## config.mk

```make
export PLATFORM = sky130hd
export DESIGN_NAME = prot_entry_seq
export DESIGN_NICKNAME = d
export VERILOG_FILES = /design/src/rtl/prot_pkg.sv /design/src/rtl/prot_seq_dp.sv /design/src/rtl/prot_seq_ctrl.sv /design/src/rtl/prot_entry_seq.sv
export SDC_FILE = /design/constraint.sdc
export NUM_CORES = 1
export LEC_CHECK = 0
export BUFFER_PORTS_ARGS = -buffer_cell sky130_fd_sc_hd__buf_4
export CAP_MARGIN = 20
export CORE_MARGIN = 10
export CORE_UTILIZATION = 50
export CTS_CLUSTER_DIAMETER = 150
export CTS_CLUSTER_SIZE = 20
export DETAILED_ROUTE_END_ITERATION = 12
export HOLD_SLACK_MARGIN = 0.15
export PLACE_DENSITY = 0.79
export SLEW_MARGIN = 20
export SYNTH_ARGS = -nofsm -noshare
export SYNTH_HDL_FRONTEND = slang
export SYNTH_SLANG_ARGS = --single-unit
```

## constraint.sdc

```tcl
create_clock -name clk -period 3 [get_ports clk]
set_input_delay 0.3 -clock clk [delete_from_list [all_inputs] [get_ports clk]]
set_output_delay 0.3 -clock clk [all_outputs]
set_load 0.005 [all_outputs]
```

## src/rtl/prot_pkg.sv

```systemverilog
package prot_pkg;

  localparam int ADDR_W = 12;
  localparam int STEP_W = 5;

  typedef enum logic [2:0] {
    OP_RSTWAIT, OP_CMD, OP_PMALO, OP_WR, OP_POLL, OP_RMW, OP_PMAHI, OP_ADAPT
  } opKind_e;

  typedef enum logic [1:0] { ST_IDLE, ST_RUN, ST_RMWWR } seqState_e;

  typedef struct packed {
    opKind_e           kind;
    logic [15:0]       code;
    logic [15:0]       data;
    logic              useMult;
    logic [ADDR_W-1:0] addr;
    logic [7:0]        wdata;
    logic [1:0]        sel;
  } stepDesc_t;

  typedef struct packed {
    logic       clrTimer;
    logic       latchMult;
    logic       saveEn;
    logic [1:0] saveSel;
  } dpStrobe_t;

  function automatic stepDesc_t mkStep(opKind_e k, logic [15:0] c, logic [15:0] d,
                                       logic m, logic [ADDR_W-1:0] a, logic [7:0] w,
                                       logic [1:0] s);
    stepDesc_t r;
    r.kind = k; r.code = c; r.data = d; r.useMult = m;
    r.addr = a; r.wdata = w; r.sel = s;
    return r;
  endfunction

  // The recipe; the order is the behaviour.
  function automatic stepDesc_t stepDesc(logic [STEP_W-1:0] idx);
    case (idx)
      5'd0:  return mkStep(OP_RSTWAIT, 16'h0000, 16'h0000, 1'b0, 12'h000, 8'h00, 2'd0);
      5'd1:  return mkStep(OP_CMD,     16'h0001, 16'h0000, 1'b0, 12'h000, 8'h00, 2'd0);
      5'd2:  return mkStep(OP_PMALO,   16'h0000, 16'h0000, 1'b0, 12'h000, 8'h00, 2'd0);
      5'd3:  return mkStep(OP_WR,      16'h0000, 16'h0000, 1'b0, 12'h200, 8'h00, 2'd0);
      5'd4:  return mkStep(OP_WR,      16'h0000, 16'h0000, 1'b0, 12'h201, 8'h00, 2'd0);
      5'd5:  return mkStep(OP_WR,      16'h0000, 16'h0000, 1'b0, 12'h202, 8'h00, 2'd0);
      5'd6:  return mkStep(OP_WR,      16'h0000, 16'h0000, 1'b0, 12'h203, 8'h81, 2'd0);
      5'd7:  return mkStep(OP_POLL,    16'h0000, 16'h0000, 1'b0, 12'h207, 8'h80, 2'd0);
      5'd8:  return mkStep(OP_CMD,     16'h0014, 16'h0055, 1'b0, 12'h000, 8'h00, 2'd0);
      5'd9:  return mkStep(OP_CMD,     16'h0005, 16'h0000, 1'b1, 12'h000, 8'h00, 2'd0);
      5'd10: return mkStep(OP_CMD,     16'h0006, 16'h0000, 1'b1, 12'h000, 8'h00, 2'd0);
      5'd11: return mkStep(OP_CMD,     16'h0002, 16'h0120, 1'b0, 12'h000, 8'h00, 2'd0);
      5'd12: return mkStep(OP_CMD,     16'h0008, 16'h0101, 1'b0, 12'h000, 8'h00, 2'd0);
      5'd13: return mkStep(OP_RMW,     16'h0000, 16'h0000, 1'b0, 12'h038, 8'h00, 2'd0);
      5'd14: return mkStep(OP_RMW,     16'h0000, 16'h0000, 1'b0, 12'h007, 8'h00, 2'd1);
      5'd15: return mkStep(OP_RMW,     16'h0000, 16'h0000, 1'b0, 12'h005, 8'h00, 2'd2);
      5'd16: return mkStep(OP_CMD,     16'h0001, 16'h0003, 1'b0, 12'h000, 8'h00, 2'd0);
      5'd17: return mkStep(OP_PMAHI,   16'h0000, 16'h0000, 1'b0, 12'h000, 8'h00, 2'd0);
      default: return mkStep(OP_ADAPT, 16'h0000, 16'h0000, 1'b0, 12'h000, 8'h00, 2'd0);
    endcase
  endfunction

endpackage

```

## src/rtl/prot_seq_dp.sv

```systemverilog
module prot_seq_dp
  import prot_pkg::*;
#(
  parameter int TIMEOUT_CYC = 4096,
  parameter int MULT_W      = 8
) (
  input  logic              clk,
  input  logic              rstN,
  input  dpStrobe_t         strobe,
  input  logic [MULT_W-1:0] refMult,
  input  logic [7:0]        regRdata,
  output logic              timedOut,
  output logic [2*MULT_W-1:0] multWord,
  output logic [7:0]        rmwByte,
  output logic [7:0]        savedIfDcc,
  output logic [7:0]        savedRxClk,
  output logic [7:0]        savedTxClk
);
  localparam int TW = $clog2(TIMEOUT_CYC + 1);
  localparam int NUM_SAVED = 3;
  localparam logic [TW-1:0] LIMIT = TW'(TIMEOUT_CYC);

  logic [TW-1:0]     timer;
  logic [MULT_W-1:0] multReg;
  logic [7:0]        savedBytes [NUM_SAVED];

  always_ff @(posedge clk or negedge rstN) begin
    if (!rstN)                timer <= '0;
    else if (strobe.clrTimer) timer <= '0;
    else if (timer != LIMIT)  timer <= timer + 1'b1;
  end
  assign timedOut = (timer == LIMIT);

  always_ff @(posedge clk or negedge rstN) begin
    if (!rstN)                 multReg <= '0;
    else if (strobe.latchMult) multReg <= refMult;
  end
  assign multWord = {multReg, multReg};

  for (genvar g = 0; g < NUM_SAVED; g++) begin : gSave
    always_ff @(posedge clk or negedge rstN) begin
      if (!rstN) savedBytes[g] <= '0;
      else if (strobe.saveEn && strobe.saveSel == 2'(g)) savedBytes[g] <= regRdata;
    end
  end

  assign savedIfDcc = savedBytes[0];
  assign savedRxClk = savedBytes[1];
  assign savedTxClk = savedBytes[2];

  always_comb begin
    unique case (strobe.saveSel)
      2'd0:    rmwByte = (savedBytes[0] & 8'hFC) | 8'h01;
      2'd1:    rmwByte =  savedBytes[1] & 8'h7D;
      default: rmwByte = (savedBytes[2] & 8'h03) | 8'h08;
    endcase
  end

  AST_SAVE_HOLD: assert property (@(posedge clk) disable iff (!rstN)
    !strobe.saveEn |=> $stable(savedIfDcc) && $stable(savedRxClk) && $stable(savedTxClk));
  AST_MULT_HOLD: assert property (@(posedge clk) disable iff (!rstN)
    !strobe.latchMult |=> $stable(multWord));

endmodule

```

## src/rtl/prot_seq_ctrl.sv

```systemverilog
module prot_seq_ctrl
  import prot_pkg::*;
(
  input  logic              clk,
  input  logic              rstN,
  input  logic              startPulse,
  input  logic              chanReady,
  input  logic              pmaReady,
  input  logic              cmdDone,
  input  logic              cmdErr,
  input  logic              regAck,
  input  logic [7:0]        regRdata,
  input  logic              timedOut,
  input  logic [15:0]       multWord,
  input  logic [7:0]        rmwByte,
  output dpStrobe_t         strobe,
  output logic              chanReset,
  output logic              cmdValid,
  output logic [15:0]       cmdCode,
  output logic [15:0]       cmdData,
  output logic              regReq,
  output logic              regWrite,
  output logic [ADDR_W-1:0] regAddr,
  output logic [7:0]        regWdata,
  output logic              adaptStart,
  output logic              busy,
  output logic              done,
  output logic              errorFlag
);
  seqState_e         state;
  logic [STEP_W-1:0] stepIdx;
  stepDesc_t         desc;
  logic stepDone, stepFail, rdAck, progress, abort, accept;

  assign busy      = (state != ST_IDLE);
  assign chanReset = busy;
  assign accept    = (state == ST_IDLE) && startPulse;

  always_comb begin
    desc       = stepDesc(stepIdx);
    cmdValid   = 1'b0;
    cmdCode    = desc.code;
    cmdData    = desc.useMult ? multWord : desc.data;
    regReq     = 1'b0;
    regWrite   = 1'b0;
    regAddr    = desc.addr;
    regWdata   = desc.wdata;
    adaptStart = 1'b0;
    done       = 1'b0;
    stepDone   = 1'b0;
    stepFail   = 1'b0;
    rdAck      = 1'b0;
    if (state == ST_RUN) begin
      unique case (desc.kind)
        OP_RSTWAIT: stepDone = !chanReady;
        OP_CMD: begin
          cmdValid = 1'b1;
          stepDone = cmdDone && !cmdErr;
          stepFail = cmdDone && cmdErr;
        end
        OP_PMALO: stepDone = !pmaReady;
        OP_WR: begin
          regReq = 1'b1; regWrite = 1'b1; stepDone = regAck;
        end
        OP_POLL: begin
          regReq = 1'b1; stepDone = regAck && (regRdata == desc.wdata);
        end
        OP_RMW: begin
          regReq = 1'b1; rdAck = regAck;
        end
        OP_PMAHI: stepDone = pmaReady;
        default: begin
          stepDone = 1'b1; adaptStart = 1'b1; done = 1'b1;
        end
      endcase
    end else if (state == ST_RMWWR) begin
      regReq = 1'b1; regWrite = 1'b1; regWdata = rmwByte; stepDone = regAck;
    end
    progress         = stepDone || rdAck;
    abort            = busy && (stepFail || (timedOut && !progress));
    strobe.clrTimer  = progress || accept;
    strobe.latchMult = accept;
    strobe.saveEn    = rdAck;
    strobe.saveSel   = desc.sel;
  end

  always_ff @(posedge clk or negedge rstN) begin
    if (!rstN) begin
      state     <= ST_IDLE;
      stepIdx   <= '0;
      errorFlag <= 1'b0;
    end else if (accept) begin
      state     <= ST_RUN;
      stepIdx   <= '0;
      errorFlag <= 1'b0;
    end else if (abort) begin
      state     <= ST_IDLE;
      errorFlag <= 1'b1;
    end else if (rdAck) begin
      state     <= ST_RMWWR;
    end else if (stepDone) begin
      if (state == ST_RUN && desc.kind == OP_ADAPT) state <= ST_IDLE;
      else begin
        state   <= ST_RUN;
        stepIdx <= stepIdx + 1'b1;
      end
    end
  end

  AST_ONE_REQ: assert property (@(posedge clk) disable iff (!rstN)
    !(cmdValid && regReq));
  AST_CMD_HOLD: assert property (@(posedge clk) disable iff (!rstN)
    cmdValid && !cmdDone && !timedOut |=> cmdValid && $stable(cmdCode) && $stable(cmdData));
  AST_REQ_IN_RESET: assert property (@(posedge clk) disable iff (!rstN)
    (cmdValid || regReq) |-> chanReset);
  AST_DONE_PULSE: assert property (@(posedge clk) disable iff (!rstN)
    done |=> !done && !busy);
  AST_ABORT_QUIET: assert property (@(posedge clk) disable iff (!rstN)
    busy && cmdValid && cmdDone && cmdErr |=> errorFlag && !busy && !cmdValid && !regReq);
  AST_BUSY_START: assert property (@(posedge clk) disable iff (!rstN)
    busy && startPulse && !done && !abort |=> busy && $stable(errorFlag));

endmodule

```

## src/rtl/prot_entry_seq.sv

```systemverilog
module prot_entry_seq
  import prot_pkg::*;
#(
  parameter int TIMEOUT_CYC = 4096
) (
  input  logic              clk,
  input  logic              rstN,
  input  logic              startPulse,
  input  logic [7:0]        refMult,
  input  logic              chanReady,
  input  logic              pmaReady,
  output logic              chanReset,
  output logic              cmdValid,
  output logic [15:0]       cmdCode,
  output logic [15:0]       cmdData,
  input  logic              cmdDone,
  input  logic              cmdErr,
  output logic              regReq,
  output logic              regWrite,
  output logic [ADDR_W-1:0] regAddr,
  output logic [7:0]        regWdata,
  input  logic              regAck,
  input  logic [7:0]        regRdata,
  output logic              adaptStart,
  output logic              busy,
  output logic              done,
  output logic              errorFlag,
  output logic [7:0]        savedIfDcc,
  output logic [7:0]        savedRxClk,
  output logic [7:0]        savedTxClk
);
  dpStrobe_t   strobe;
  logic        timedOut;
  logic [15:0] multWord;
  logic [7:0]  rmwByte;

  prot_seq_ctrl i_ctrl (
    .clk(clk), .rstN(rstN), .startPulse(startPulse), .chanReady(chanReady),
    .pmaReady(pmaReady), .cmdDone(cmdDone), .cmdErr(cmdErr), .regAck(regAck),
    .regRdata(regRdata), .timedOut(timedOut), .multWord(multWord), .rmwByte(rmwByte),
    .strobe(strobe), .chanReset(chanReset), .cmdValid(cmdValid), .cmdCode(cmdCode),
    .cmdData(cmdData), .regReq(regReq), .regWrite(regWrite), .regAddr(regAddr),
    .regWdata(regWdata), .adaptStart(adaptStart), .busy(busy), .done(done),
    .errorFlag(errorFlag)
  );

  prot_seq_dp #(.TIMEOUT_CYC(TIMEOUT_CYC), .MULT_W(8)) i_dp (
    .clk(clk), .rstN(rstN), .strobe(strobe), .refMult(refMult), .regRdata(regRdata),
    .timedOut(timedOut), .multWord(multWord), .rmwByte(rmwByte),
    .savedIfDcc(savedIfDcc), .savedRxClk(savedRxClk), .savedTxClk(savedTxClk)
  );

endmodule

```

# == Word-level counts from Yosys, hierarchy flattened ==
# Memories as Yosys holds them, arrays and structs flattened.
# Cells that the tools add are included.
# classes
n_eq_ne,17
addsub,2
n_mux,34
reduce_logical,28
# op_table
cell,count
13-bit 2-to-1 mux,2
5-bit 2-to-1 mux,5
1-bit 2-to-1 mux,18
16-bit 2-to-1 mux,1
8-bit 2-to-1 mux,2
8-bit one-hot mux with 2 select lines,1
13-bit by 1-bit adder with 13-bit output (second input constant),1
13-bit equality test (second input constant),1
13-bit != test (second input constant),1
3-bit equality test (second input constant),4
1-bit logical AND,10
8-bit equality test,1
2-bit 2-to-1 mux,4
2-bit nonzero test,4
1-bit one-hot mux with 7 select lines,1
7-bit OR reduction,1
3-bit by 2-bit equality test with 1-bit output (second input constant),2
5-bit by 1-bit adder with 5-bit output (second input constant),1
2-bit by 1-bit equality test with 1-bit output (second input constant),2
2-bit equality test (second input constant),2
1-bit zero test,4
2-bit zero test,2
2-bit != test (second input constant),2
4-bit AND reduction,1
6 further kinds,8
# totals
mem_bits_ro,864
regBits,53
elab_cells,90
in_bits,24
mem_count,1
# mem_list
name,depth,width,read_ports,rd_ports_with_merged_regs,write_ports,line_no,source
(no name shown),32,27,1,0,0,prot_pkg.sv:40,case (idx)

# == Longest topological paths before layout ==
# An unclocked memory read counts as a cell.
# logic_depth
ltp_word,12
mapped_depth,12
depth_no_buf,10

# == Modules after synthesis ==
# Synthesis repeated with hierarchy kept, for this count alone.
# unflattened
hier_cells,373
area_unflattened_um2,3608.5
# by_module_without_submodules
mod,instances,area_each_um2,cells_per_inst,seq_area_each_um2
prot_seq_dp,1,2079.5,169,1126.1
prot_seq_ctrl,1,1529.0,204,200.2

# == Worst setup path before layout ==
# No wires, ideal clock.
# synth_timing
path_kind,register -> register
start,reg i_ctrl.stepIdx[1]
end,reg i_ctrl.stepIdx[4]
path_stages_with_launch,10
n_path_buf,0
path_slack_ps,279
arrival_ps,2597
required_ps,2876
cell_sequence,dfrtp_1 > ha_1 > ha_1 > nor2b_1 > o311a_4 > nor3b_1 > or2_4 > a31oi_1 > a21bo_1 > a211o_1
# synth_via
elab_chain_len,12
word_cells_on_any_way,34
cone_classes,add/sub: 1; eq/ne: 11; mux: 11; reduce/logical: 10; memory: 1
# synth_lines
item,line_no,source
from (decl),prot_seq_ctrl.sv:31,logic [STEP_W-1:0] stepIdx;
from (signal assigned),prot_seq_ctrl.sv:105,stepIdx <= stepIdx + 1'b1;
memory 32 x 27 bit,n/a,
8-bit equality test,prot_seq_ctrl.sv:66,regReq = 1'b1; stepDone = regAck && (regRdata == desc.wdata);
1-bit logical AND,prot_seq_ctrl.sv:66,
1-bit one-hot mux with 7 select lines,prot_seq_ctrl.sv:54,unique case (desc.kind)
1-bit 2-to-1 mux,prot_seq_ctrl.sv:53,if (state == ST_RUN) begin
1-bit logical OR,prot_seq_ctrl.sv:79,progress = stepDone || rdAck;
1-bit zero test,prot_seq_ctrl.sv:80,abort = busy && (stepFail || (timedOut && !progress));
1-bit logical AND,prot_seq_ctrl.sv:80,
1-bit logical OR,prot_seq_ctrl.sv:80,
1-bit logical AND,prot_seq_ctrl.sv:80,
2-bit != test (no line),n/a,
4-bit AND reduction (no line),n/a,
# Parallel ways exist; a longest one is shown, timed or not. The select of a mux whose other input is x is not followed.
# A chain may end at the register's enable or synchronous reset.

# == Worst setup path in the final report ==
# Ends and elaborated chain as after synthesis.

==> impl_metrics.ini <==
[worst_setup_path]
rr_worst_depth = 11
crit_path_start_kind = register
endpoint_kind = register
crit_start = i_ctrl.stepIdx[1]
path_max_fanout = 10
crit_required_ns = 3.20
arrival_ns = 3.00
cpPeakStageDelay_ns = 0.40
critPathBufInv = 3
timing_worst_setup_path_type = reg -> reg
crit_top_cell = buf_4
rrSetupSlack_ns = 0.20
r2r-end = i_ctrl.stepIdx[4]
worstSetupPathDepth = 11
cpMaxStageDelayCell = dfrtp_1
crit_path_cell_trace = buf_4 -> inv_1 -> ha_1 -> or2b_1 -> a31oi_4 -> nor2_4 -> o31ai_2 -> a22oi_2 -> buf_4 -> o211a_1 -> a211o_1
critPathTopFamily = compound AO/OA/AOI/OAI gates
crit_end = i_ctrl.stepIdx[4]
rr_startpoint = i_ctrl.stepIdx[1]

[timing]
maxSlewViolCount = 0
finalSetupViolations = 0
worst_slack_ns = 0.203
worstMarginPinSlew_ns = 0.646
setup_tns_ns = 0
rsz0062_at_grt = no
fin_skew_ns = 0.0140
finalCritPeriodShare_pct = 93.2
fin_crit_ns = 2.80
fmax_ghz = 0.358
relSlewSlack_pct = 56.9
hold_viol_final = 0
hold_ws_ns = 0.219

[floorplan]
die_w_um = 101
initial_core_util_pct = 51.9
row_count = 29
core-area_um2 = 6390
design.die.area_um2 = 10300
ioPinCount = 108
die_y_um = 101

[placement]
pre_cts_ws_ns = 0.175
placed_cells = 487
place_hpwl_um = 6500
io_buffers = 91
gp_congestion = 0.920
placed_area_um2 = 3980

[cells_and_area]
area_delta_synth_final_pct = 23.6
drive_gt1_share_pct = 35.0
final_cell_area_um2 = 4090
final_cell_mix = buf_4 (99), dfrtp_1 (53), nor2_1 (33), mux2_2 (25), nand2_1 (19)
layout_commonest_cell = buf_4
finalNonFillerCells = 497
n_antenna_cell = 0
final_nets = 454

[power]
sw_frac_of_total_pct = 40.0
p_clk_share_pct = 14.2
power_density_nw_per_um2 = 723
p_sw_mw = 1.18
combPwrFrac_pct = 51.9
seqPwrFrac_pct = 33.9
ir_worst_vdd_mv = 0.439
leakagePower_nw = 2.11
intPower_mw = 1.78

[clock_tree]
cts-buffers-inserted = 5
path_clk_slew_ns = 0.10
htreeDepth = 2
cts_tree = built
cts_buffer_depth = 2
ctsResizeCount = 0
clock_sinks = 53
clk-insertion-delay-late_ns = 0.30
root_buffer = clkbuf_8

[worst_hold_path]
hold_path.class = in -> reg

[grt]
grt_max_degree = 54
grt_pass1_wl_um = 13500
grt.overflow.total = 0
grt_pass1_vias = 2716
antenna_found_initial = 0
gr-usage-all-layers_pct = 16.0

[routing]
viasPerCell = 5.45
first_iter_violations = 166
drtAntennaViolNets = 0
routed-via-count = 2711
routed_wl_um = 8360
drc_errors = 0
wl_per_cell_um = 16.8
dr.pass1.iters = 4

[yosys]
synthCells = 328
async_flop_share_pct = 100
synth_edf_count = 0
yosys.area.top_type = dfrtp_1
syn-cell-area_um2 = 3310
synth_area_per_cell_um2 = 10.1
ys_ff_latch = 53
synth_cell_types = 65
synth_top_flop_cell = dfrtp_1
yosys-top-cells-area = dfrtp_1 (40%), mux2_2 (8.5%), buf_4 (5.2%)
synth.top_cell.area_share_pct = 40.0
yosysSeqAreaShare_pct = 40.0
synth_warnings = 0

[status]
outcome = completed

[flow_run]
cap_violations = 0
worst register-to-register path, stage by stage (launching register included):
cell     delay (ns)
dfrtp_1        0.40
buf_4          0.16
inv_1          0.08
ha_1           0.23
or2b_1         0.28
a31oi_4        0.23
nor2_4         0.08
o31ai_2        0.36
a22oi_2        0.17
buf_4          0.20
o211a_1        0.22
a211o_1        0.27
cell type report:
class	count	area (um^2)
fillers	529	2290
multi-input cells	247	1780
flip-flops and latches	53	1330
repair buffers	100	753
well taps	77	96.3
clock buffers	6	82.6
inverters	12	45.0
clock inverters	2	13.8
flip-flops by register name, indices dropped and copies added (netlist names):
name	cells
i_ctrl.errorFlag	1
i_dp.savedRxClk	8
i_dp.savedIfDcc	8
i_dp.savedTxClk	8
i_dp.timer	13
i_ctrl.state	2
i_ctrl.stepIdx	5
i_dp.multReg	8
Yosys cell counts, drive strengths merged, types with 3 or more instances:
cell     n
a21oi    7
a22oi    5
a31oi    5
and2    10
and3     5
buf     29
dfrtp   53
ha      11
inv     12
mux2    33
nand2   19
nand2b  10
nand3   13
nand4    3
nor2    34
nor2b    4
nor3    11
nor4b    3
o211ai   3
o21ai    5
o31ai    3
xnor2    7
xor2     8
per-stage QoR:
| stage | util, % | total power [mW] |
|---|---|---|
| after floorplan | - | 2.06 |
| after global placement | 62.3 | 2.49 |
| after detailed placement | 62.3 | 2.53 |
| after CTS | 64.0 | 2.95 |
| after global routing | 64.1 | 3.20 |
| final | 64.1 | 2.96 |
cells by family after synthesis:
family / count (synthesis) / share of synthesized area, %
simple gates: 128 / 21.4
flops: 53 / 40.0
compound gates: 43 / 10.8
buf+inv: 43 / 8.01
mux: 34 / 11.5
xor+xnor: 15 / 3.97
fa+ha+maj: 11 / 4.16
other cells: 1 / 0.113
metal layers:
metal	up-vias	share of wire (%)	track usage [%]
li1	1304	-	-
met1	1314	41	19.3
met2	83	49	27.2
met3	10	8.1	4.42
met4	0	1.6	4.61
met5	-	0	0
power by group through the flow:
stage                     Combinational, mW  Sequential (mW)  Clock [mW]
after floorplan                        1.09            0.969           0
after global placement                 1.47             1.01           0
after detailed placement               1.51             1.02           0
after CTS                              1.51             1.01       0.430
after global routing                   1.70             1.03       0.459
final                                  1.54             1.01       0.420
what timing repair did:
item	4_1_cts	5_1_grt
buffers inserted	0	1
setup endpoints to repair	0	13
hold buffers	1	0
hold endpoints to repair	53	0
how the worst min path moves through the flow:
stage	startpoint	endpoint	depth (start not counted)
4_1_cts	refMult[5]	i_dp.multReg[5]	2
3_5_place_dp	rstN	i_dp.savedIfDcc[4]	1
5_1_grt	refMult[0]	i_dp.multReg[0]	2
3_3_place_gp	rstN	i_dp.savedTxClk[4]	1
6_report	refMult[0]	i_dp.multReg[0]	2
2_1_floorplan	rstN	i_ctrl.errorFlag	0
Power figures use the tool's default switching activity.
